`src/rtl/pc_next_pkg.sv`:
```
package pc_next_pkg;
   // Byte counts that make up an instruction length
   localparam int unsigned BASE_BYTES  = 1;
   localparam int unsigned REGID_BYTES = 1;
   localparam int unsigned CONST_BYTES = 4;
   localparam int unsigned MAX_BYTES   = BASE_BYTES + REGID_BYTES + CONST_BYTES;

   typedef enum logic [1:0] {
      FMT_BARE   = 2'b00,
      FMT_REG    = 2'b01,
      FMT_CONST  = 2'b10,
      FMT_FULL   = 2'b11
   } insn_fmt_e;

   function automatic int unsigned fmt_bytes(input insn_fmt_e f);
      int unsigned n;
      n = BASE_BYTES;
      if (f[0]) n = n + REGID_BYTES;
      if (f[1]) n = n + CONST_BYTES;
      return n;
   endfunction
endpackage

```
`src/rtl/pc_len_encode.sv`:
```
module pc_len_encode
   import pc_next_pkg::*;
#(
   parameter int unsigned LOW_W = 3
) (
   input  logic             has_regid,
   input  logic             has_const,
   output logic [LOW_W-1:0] len
);
   insn_fmt_e fmt;

   always_comb begin
      fmt = insn_fmt_e'({has_const, has_regid});
      len = LOW_W'(fmt_bytes(fmt));
   end
endmodule

```
`src/rtl/pc_low_adder.sv`:
```
module pc_low_adder #(
   parameter int unsigned LOW_W = 3
) (
   input  logic [LOW_W-1:0] low_in,
   input  logic [LOW_W-1:0] len,
   output logic [LOW_W-1:0] low_sum,
   output logic             carry
);
   always_comb begin
      {carry, low_sum} = {1'b0, low_in} + {1'b0, len};
   end
endmodule

```
`src/rtl/pc_high_incr.sv`:
```
module pc_high_incr #(
   parameter int unsigned HIGH_W    = 29,
   parameter int unsigned INC_STYLE = 1   // 0: behavioural adder, 1: explicit ripple chain
) (
   input  logic [HIGH_W-1:0] hi_in,
   output logic [HIGH_W-1:0] hi_inc
);
   generate
      if (INC_STYLE == 0) begin : g_behav
         assign hi_inc = hi_in + HIGH_W'(1);
      end else begin : g_ripple
         logic [HIGH_W:0] cy;
         assign cy[0] = 1'b1;
         for (genvar i = 0; i < HIGH_W; i++) begin : g_bit
            assign hi_inc[i] = hi_in[i] ^ cy[i];
            assign cy[i+1]   = hi_in[i] & cy[i];
         end
      end
   endgenerate
endmodule

```
`src/rtl/pc_carry_mux.sv`:
```
module pc_carry_mux #(
   parameter int unsigned HIGH_W = 29
) (
   input  logic              sel,
   input  logic [HIGH_W-1:0] hi_keep,
   input  logic [HIGH_W-1:0] hi_bump,
   output logic [HIGH_W-1:0] hi_out
);
   always_comb begin
      hi_out = sel ? hi_bump : hi_keep;
   end
endmodule

```
`src/rtl/pc_next_csel.sv`:
```
module pc_next_csel
   import pc_next_pkg::*;
#(
   parameter int unsigned ADDR_W    = 32,
   parameter int unsigned LOW_W     = 3,
   parameter int unsigned INC_STYLE = 1
) (
   input  logic [ADDR_W-1:0] pc_in,
   input  logic              has_regid,
   input  logic              has_const,
   output logic [ADDR_W-1:0] pc_next
);
   localparam int unsigned HIGH_W = ADDR_W - LOW_W;

   // Elaboration-time parameter checks
   generate
      if (LOW_W < 1 || LOW_W >= ADDR_W) begin : g_bad_split
         $error("pc_next_csel: LOW_W must lie in 1..ADDR_W-1");
      end
      if (MAX_BYTES >= (1 << LOW_W)) begin : g_bad_low
         $error("pc_next_csel: longest instruction must fit in the low field");
      end
      if (INC_STYLE > 1) begin : g_bad_style
         $error("pc_next_csel: INC_STYLE must be 0 or 1");
      end
   endgenerate

   logic [LOW_W-1:0]  len;
   logic [LOW_W-1:0]  low_sum;
   logic              low_carry;
   logic [HIGH_W-1:0] hi_inc;
   logic [HIGH_W-1:0] hi_sel;

   pc_len_encode #(.LOW_W(LOW_W)) u_len (
      .has_regid (has_regid),
      .has_const (has_const),
      .len       (len)
   );

   // Wide increment depends on the address alone
   pc_high_incr #(.HIGH_W(HIGH_W), .INC_STYLE(INC_STYLE)) u_hinc (
      .hi_in  (pc_in[ADDR_W-1:LOW_W]),
      .hi_inc (hi_inc)
   );

   pc_low_adder #(.LOW_W(LOW_W)) u_ladd (
      .low_in  (pc_in[LOW_W-1:0]),
      .len     (len),
      .low_sum (low_sum),
      .carry   (low_carry)
   );

   pc_carry_mux #(.HIGH_W(HIGH_W)) u_mux (
      .sel     (low_carry),
      .hi_keep (pc_in[ADDR_W-1:LOW_W]),
      .hi_bump (hi_inc),
      .hi_out  (hi_sel)
   );

   assign pc_next = {hi_sel, low_sum};
endmodule

```
`config.mk`:
```
export PLATFORM = sky130hd
export DESIGN_NAME = pc_next_csel
export DESIGN_NICKNAME = d
export VERILOG_FILES = /design/src/rtl/pc_next_pkg.sv /design/src/rtl/pc_len_encode.sv /design/src/rtl/pc_low_adder.sv /design/src/rtl/pc_high_incr.sv /design/src/rtl/pc_carry_mux.sv /design/src/rtl/pc_next_csel.sv
export SDC_FILE = /design/constraint.sdc
export NUM_CORES = 1
export LEC_CHECK = 0
export BUFFER_PORTS_ARGS = -buffer_cell sky130_fd_sc_hd__buf_2
export CELL_PAD_IN_SITES_DETAIL_PLACEMENT = 0
export CELL_PAD_IN_SITES_GLOBAL_PLACEMENT = 1
export CORE_UTILIZATION = 31
export DETAILED_ROUTE_END_ITERATION = 8
export PLACE_DENSITY = 0.95
export SYNTH_ARGS = -nofsm -noshare
export SYNTH_HDL_FRONTEND = slang
export SYNTH_SLANG_ARGS = --single-unit
```
`constraint.sdc`:
```
create_clock -name vclk -period 8.7
set_input_delay 0.87 -clock vclk [all_inputs]
set_output_delay 0.87 -clock vclk [all_outputs]
set_load 0.05 [all_outputs]
```
==> metrics.md, run 1 <==
| Metric | Value |
|---|---|
| Input/output buffers | `66` |
| HP Class | `primary input to primary output` |
| Post-DP HPWL | `between 1500 and 2000 microns` |
| DRC Markers | `0` |
| CP max-delay cell | `buf_2` |
| CP Capture Type | `primary output` |
| CP max FO | `2` |
| Final Hold Vio Count | `0` |
| Final Util | `44.5%` |
| # Post-CTS Setup Buffers | `0` |
| Vias in the first global route | `820` |
| Die area | `3080 sq um` |
| Gr ovfl total | `0` |
| Finish-stage setup viols | `0` |
| CP Class | `primary input to primary output` |
| Slowest cell delay on critical path | `270 ps` |
| Routability cong. | `0.660` |
| RSZ-0062 raised after global routing | `false` |
| Top Ports | `66` |
| Status | `finished, final reports clean` |
| CP Data Required Time | `7830 ps` |
| Routed WL | `1910 microns` |
| Yosys Warn Count | `0` |
| ANT nets after route | `0` |
| First-pass GRT wire length | `3200 microns` |
| Reg area | `0 sq um` |
| GR Util All Layers | `around an eighth` |
| Register area share after synthesis | `0%` |
| Drt first pass iters | `5` |
| Share of layout cells above drive strength 1 | `a little over two thirds` |
| Tightest Pin Transition | `slightly below 1000 ps` |
| Mapped Cells | `just over 70` |
| Die Y | `roughly 55 microns` |
| Pins Over Slew Limit | `0` |
| Final nets | `slightly above 200` |
| Critical path arrival | `6440 ps` |
| Net Count, Synth | `136` |
| Total core area | `2730 sq um` |
| Chip Width | `between 50 and 60 microns` |
| Ant diodes | `0` |
| Area growth syn-to-layout | `37.1%` |
| FF+latch count | `0` |
| CLK BUF | `0` |
| Area occupied by multi-input gates | `832 sq um` |
| CP Launch Type | `primary input` |
| DR iter-0 viols | `7` |
| Initial antenna violation count | `0` |
| Syn Area/Cell | `12.5 sq um` |
| Setup WS pre-CTS | `1350 ps` |
| Fillers | `255` |
| Cell variety after synth | `12` |
| Setup TNS | `0 ps` |
| Leak pwr | `0.000747 uW` |
| Post-Syn Area | `~890 sq um` |
| Pwr dens | `106 nW/um^2` |
| Largest net degree at the start of global routing | `29` |
| Worst VDD drop | `0.0000675 V` |
| CTS resizes | `0` |
| Max_slew headroom | `35.2%` |
| Initial Utilization | `32.4%` |
| Final min period | `7310 ps` |
| Vias | `793` |
| Number of core rows | `19` |
| Setup WS post-layout | `1390 ps` |
| WL/cell | `roughly 11 microns` |
| Final period util | `84.0%` |
| Vias/cell | `4.78` |
| Cts hold-fix bufs | `0` |
| Max Fclk | `between 0.1 and 0.15 GHz` |
| Worst path most repeated cell | `ha_1` |
| Max-cap violations | `0` |
cell usage after synthesis:
cell      count  area, sq um
ha_1         30          375
mux2_4       19          285
mux2_2        8         90.1
inv_1         4         15.0
buf_12        2         40.0
xor2_1        2         17.5
a211oi_2      1         12.5
fa_1          1         20.0
nor2_1        1         3.75
nor2_4        1         11.3
nor3b_1       1         7.51
xnor2_1       1         8.76
metrics by stage:
| stage | instance area [sq um] | hold WS (ps) | total power (uW) | instances |
|---|---|---|---|---|
| after floorplan | 887 | 1960 | 106 | 71 |
| after global placement | 1220 | 2080 | 127 | 166 |
| after detailed placement | 1220 | 2080 | 130 | 166 |
| after CTS | 1220 | 2080 | 130 | 166 |
| after global routing | 1220 | 2090 | 136 | 166 |
| final | 1220 | 2080 | 129 | 166 |
power by group:
group / switching, uW / internal (uW)
sequential: 0 / 0
clock: 0 / 0
combinational: 86.5 / 42.3
worst paths after layout:
| kind | startpoint | to | slack [ps] | cells after the start |
|---|---|---|---|---|
| worst min-delay path | pc_in[31] | pc_next[31] | 2080 | 3 |
| worst max-delay path | pc_in[3] | pc_next[31] | 1390 | 31 |
layout make-up:
type / instances / share of cell area [%]
multi-input combinational: 65 / 68.4
tap: 31 / 3.19
inverter: 4 / 1.23
timing repair buffer: 66 / 27.2
critical path, delay by kind of cell:
kind	cells	cell delay, ps
xor gates and xnor gates	1	130
and+or+nand+nor	1	150
buffers and inverters	2	390
adders and majority gates	27	4910
cells by family after synthesis:
family / synth area share [%]
and+or+nand+nor: 2.54
buffers and inverters: 6.21
xor gates and xnor gates: 2.96
AOI/OAI and AO/OA: 1.41
adders and majority gates: 44.6
muxes: 42.3
cell usage in the layout, fill, tap and decap left out:
cell type and instances:
xnor2_1 1, nor2_4 1, fa_1 1, inv_1 4
xor2_1 2, nor2_1 1, ha_1 30, nor3b_1 1
a211oi_2 1, buf_2 66, mux2_4 19, mux2_2 8
layer usage:
metal	vias to the layer above	GRT usage, %	wire length, microns
li1	397	-	-
met2	27	28.2	1140
met5	-	0	0
met3	0	0	63
met1	369	12.3	704
met4	0	0	0
Power figures use the tool's default switching activity.
==> run 2: changes to the inputs <==
==> constraint.sdc (replaced) <==
create_clock -name vclk -period 7.6
set_input_delay 0.76 -clock vclk [all_inputs]
set_output_delay 0.76 -clock vclk [all_outputs]
set_load 0.05 [all_outputs]
==> run 2 against run 1 <==
Net effect: hold slack lost 210 ps; critical path depth shrank 1; global-route usage shrank 1.1 points; utilization is the same; power grew 14%; largest power group unchanged.
==> metrics.md, run 2 (same netlist as run 1, synthesis figures left out) <==
| Metric | Value |
|---|---|
| Max_slew headroom | `roughly 36%` |
| Origin of the worst setup path | `pc_in[3]` |
| Commonest non-fill, non-tap cell in the layout | `buf_2` |
| Vias/cell | `4.89` |
| Routed WL | `around 1800 microns` |
| Area growth syn-to-layout | `37.1%` |
| CTS resizes | `0` |
| Reg area | `0 sq um` |
| Pwr dens | `121 nW/um^2` |
| FF+latch count | `0` |
| RSZ-0062 raised after global routing | `false` |
| Setup WS pre-CTS | `around 500 ps` |
| Crit path max-delay family | `adder cells` |
| Final Hold Vio Count | `0` |
| Largest net degree at the start of global routing | `29` |
| CP Capture Type | `primary output` |
| Fillers | `265` |
| Top Ports | `66` |
| Setup WS post-layout | `537 ps` |
| Initial Utilization | `32.4%` |
| CP max-delay cell | `ha_1` |
| # Post-CTS Setup Buffers | `0` |
| Final period util | `just over 90%` |
| Grt met3 use | `less than 1%` |
| Initial antenna violation count | `0` |
| Vias in the first global route | `just under 800` |
| Input/output buffers | `66` |
| Ant diodes | `0` |
| Chip Width | `55.5 microns` |
| ANT nets after route | `0` |
| Critical path arrival | `6300 ps` |
| GR Util All Layers | `11.1%` |
| Max-cap violations | `0` |
| Worst path most repeated cell | `ha_1` |
| First-pass GRT wire length | `2920 microns` |
| Max Fclk | `0.142 GHz` |
| Vias | `812` |
| Total core area | `about 2700 sq um` |
| Number of core rows | `19` |
| CP Data Required Time | `6840 ps` |
| Pins Over Slew Limit | `0` |
| CP max FO | `2` |
| Cts hold-fix bufs | `0` |
| Routability cong. | `around 0.68` |
| Gr ovfl total | `0` |
| HP Class | `primary input to primary output` |
| DR iter-0 viols | `9` |
| Slowest cell delay on critical path | `280 ps` |
| Status | `finished, final reports clean` |
| Final Util | `44.5%` |
| Busiest grt layer | `met2` |
| Worst VDD drop | `~0.000074 V` |
| Tightest Pin Transition | `between 900 and 1000 ps` |
| Setup TNS | `0 ps` |
| Drt first pass iters | `4` |
| Leak pwr | `0.000747 uW` |
| Grt met1 use | `10.2%` |
| CP bufs+invs | `2` |
| Die area | `3080 sq um` |
| Finish-stage setup viols | `0` |
| CP Launch Type | `primary input` |
| Most frequent cells in the layout | `66 x buf_2, 30 x ha_1, 19 x mux2_4, 8 x mux2_2, 4 x inv_1` |
| Final min period | `about 7100 ps` |
| WL/cell | `10.9 microns` |
| Post-DP HPWL | `1700 microns` |
| Grt met2 use | `25.6%` |
| Share of layout cells above drive strength 1 | `between 70% and 80%` |
| Final nets | `202` |
| DRC Markers | `0` |
| CLK BUF | `0` |
| Die Y | `55.5 microns` |
| CP Class | `primary input to primary output` |
| Min-delay src | `pc_in[31]` |
## run 2: cell counts in the layout (fill, tap and decap cells not counted)
Identical to the previous run, type by type.
## run 2: per-stage QoR
stage,hold slack (ps),total power (uW),cell area [sq um],std cells
3_5_place_dp,1860,149,1220,166
4_1_cts,1860,149,1220,166
6_report,1860,147,1220,166
3_3_place_gp,1860,145,1220,166
2_1_floorplan,1740,122,887,71
5_1_grt,1870,155,1220,166
## run 2: final cells by class
type               instances  area, sq um  area share (%)
repair buffers            66          330            27.2
well taps                 31         38.8            3.19
inverters                  4         15.0            1.23
multi-input cells         65          832            68.4
## run 2: power by group
part / total, uW / internal, uW / switching, uW
registers: 0 / 0 / 0
clock network: 0 / 0 / 0
logic: 147 / 48.4 / 98.9
total: 147 / 48.4 / 98.9
## run 2: path summary, 6_finish.rpt
| check | end | slack, ps | cells past startpoint |
|---|---|---|---|
| worst max-delay path | pc_next[30] | 540 | 30 |
| worst min-delay path | pc_next[31] | 1860 | 3 |
## run 2: metal layers
layer	routed length, microns	part of all wire (%)	up-vias
li1	-	-	399
met1	608	34	382
met2	1090	61	29
met3	88	4.9	2
met4	13	0.72	0
met5	0	0	-
==> run 3: changes to the inputs <==
==> constraint.sdc (replaced) <==
create_clock -name vclk -period 7.7
set_input_delay 0.77 -clock vclk [all_inputs]
set_output_delay 0.77 -clock vclk [all_outputs]
set_load 0.05 [all_outputs]
==> run 3 against run 2 <==
Net effect: the flow now finishes with violations (DRC); cell count is the same; critical path depth unchanged; final area is the same; via count decreased by 1.1%; global-route usage increased by 0.78 points; first-iteration DRC count shrank 11%; critical endpoint unchanged.
==> metrics.md, run 3 (same netlist as run 1, synthesis figures left out) <==
| Metric | Value |
|---|---|
| Max Fclk | `0.141 GHz` |
| Reg area | `0 sq um` |
| Share of layout cells above drive strength 1 | `70.4%` |
| Switching share of power | `67.2%` |
| FF+latch count | `0` |
| Final Instance Area | `1220 sq um` |
| HP Class | `primary input to primary output` |
| DR iter-0 viols | `8` |
| Drt first pass iters | `5` |
| Final min period | `roughly 7000 ps` |
| Die area | `just over 3000 sq um` |
| RSZ-0062 raised after global routing | `false` |
| Total core area | `2730 sq um` |
| Slowest cell delay on critical path | `280 ps` |
| Post-DP HPWL | `1730 microns` |
| Die Y | `55.5 microns` |
| Vias in the first global route | `811` |
| Area growth syn-to-layout | `37.1%` |
| Tot Pwr | `146 uW` |
| Setup WS pre-CTS | `628 ps` |
| Initial antenna violation count | `0` |
| Sw Pwr | `98.1 uW` |
| Failing checks | `DRC` |
| CP Capture Type | `primary output` |
| Finish-stage setup viols | `0` |
| Most frequent cells in the layout | `66 x buf_2, 30 x ha_1, 19 x mux2_4, 8 x mux2_2, 4 x inv_1` |
| Input/output buffers | `66` |
| Top Ports | `66` |
| Ant diodes | `0` |
| CP max FO | `2` |
| Pwr dens | `120 nW/um^2` |
| Tightest Pin Transition | `985 ps` |
| ANT nets after route | `0` |
| Routed WL | `1900 microns` |
| Critical path arrival | `6310 ps` |
| # Post-CTS Setup Buffers | `0` |
| Max-cap violations | `0` |
| Status | `finished with violations` |
| First-pass GRT wire length | `3150 microns` |
| CP Data Required Time | `6930 ps` |
| Fillers | `267` |
| CLK BUF | `0` |
| Clk pwr share | `0%` |
| Placed cell areas | `1220 sq um` |
| CP Class | `primary input to primary output` |
| WL/cell | `about 11 microns` |
| Initial Utilization | `roughly 32%` |
| Worst path most repeated cell | `ha_1` |
| Worst VDD drop | `~0.000096 V` |
| Leak pwr | `around 0.00075 uW` |
| Setup TNS | `0 ps` |
| Cts hold-fix bufs | `0` |
| Vias/cell | `4.84` |
| CTS resizes | `0` |
| Max_slew headroom | `34.2%` |
| DRC Markers | `2` |
| Routability cong. | `0.671` |
| Setup WS post-layout | `approximately 620 ps` |
| Final nets | `202` |
| Gr ovfl total | `0` |
| Sequential Power Share | `0%` |
| Final Hold Vio Count | `0` |
| CP Launch Type | `primary input` |
| Number of core rows | `19` |
| Commonest non-fill, non-tap cell in the layout | `buf_2` |
| Vias | `803` |
| GR Util All Layers | `11.9%` |
| Pins Over Slew Limit | `0` |
| Int Pwr | `around 48 uW` |
| CP max-delay cell | `ha_1` |
| Chip Width | `55.5 microns` |
| Largest net degree at the start of global routing | `29` |
| Final period util | `around nine tenths` |
| Logic pwr share | `100.0%` |
[run 3: path summary, 6_finish.rpt]
kind,start,end,slack (ps),cells after the start
max,pc_in[3],pc_next[30],620,30
min,pc_in[31],pc_next[31],1880,3
[run 3: power groups by stage]
stage	sequential [uW]	combinational (uW)	clock [uW]
floorplan	0	120	0
global placement	0	143	0
detailed placement	0	147	0
CTS	0	147	0
global route	0	154	0
finish	0	146	0
[run 3: cell type report]
type | instances | area, sq um | area share (%)
Multi-Input combinational cell | 65 | 832 | 68.4
Timing Repair Buffer | 66 | 330 | 27.2
Inverter | 4 | 15.0 | 1.23
Tap cell | 31 | 38.8 | 3.19
[run 3: layer usage]
layer	GRT usage, %	wire length (microns)
met1	12.0	705
met2	27.2	1120
met3	0	80
met4	0.357	0
met5	0	0
[run 3: critical path: cells and delay by family]
kind	cells	cell delay, ps
adders and majority gates	27	4990
muxes	1	250
buffers and inverters	2	320
[run 3: metrics by stage]
step	std cells	hold slack [ps]	utilization, %
6_report	166	1880	44.5
5_1_grt	166	1890	44.5
4_1_cts	166	1880	44.5
3_5_place_dp	166	1880	44.5
3_3_place_gp	166	1880	44.5
2_1_floorplan	71	1760	-
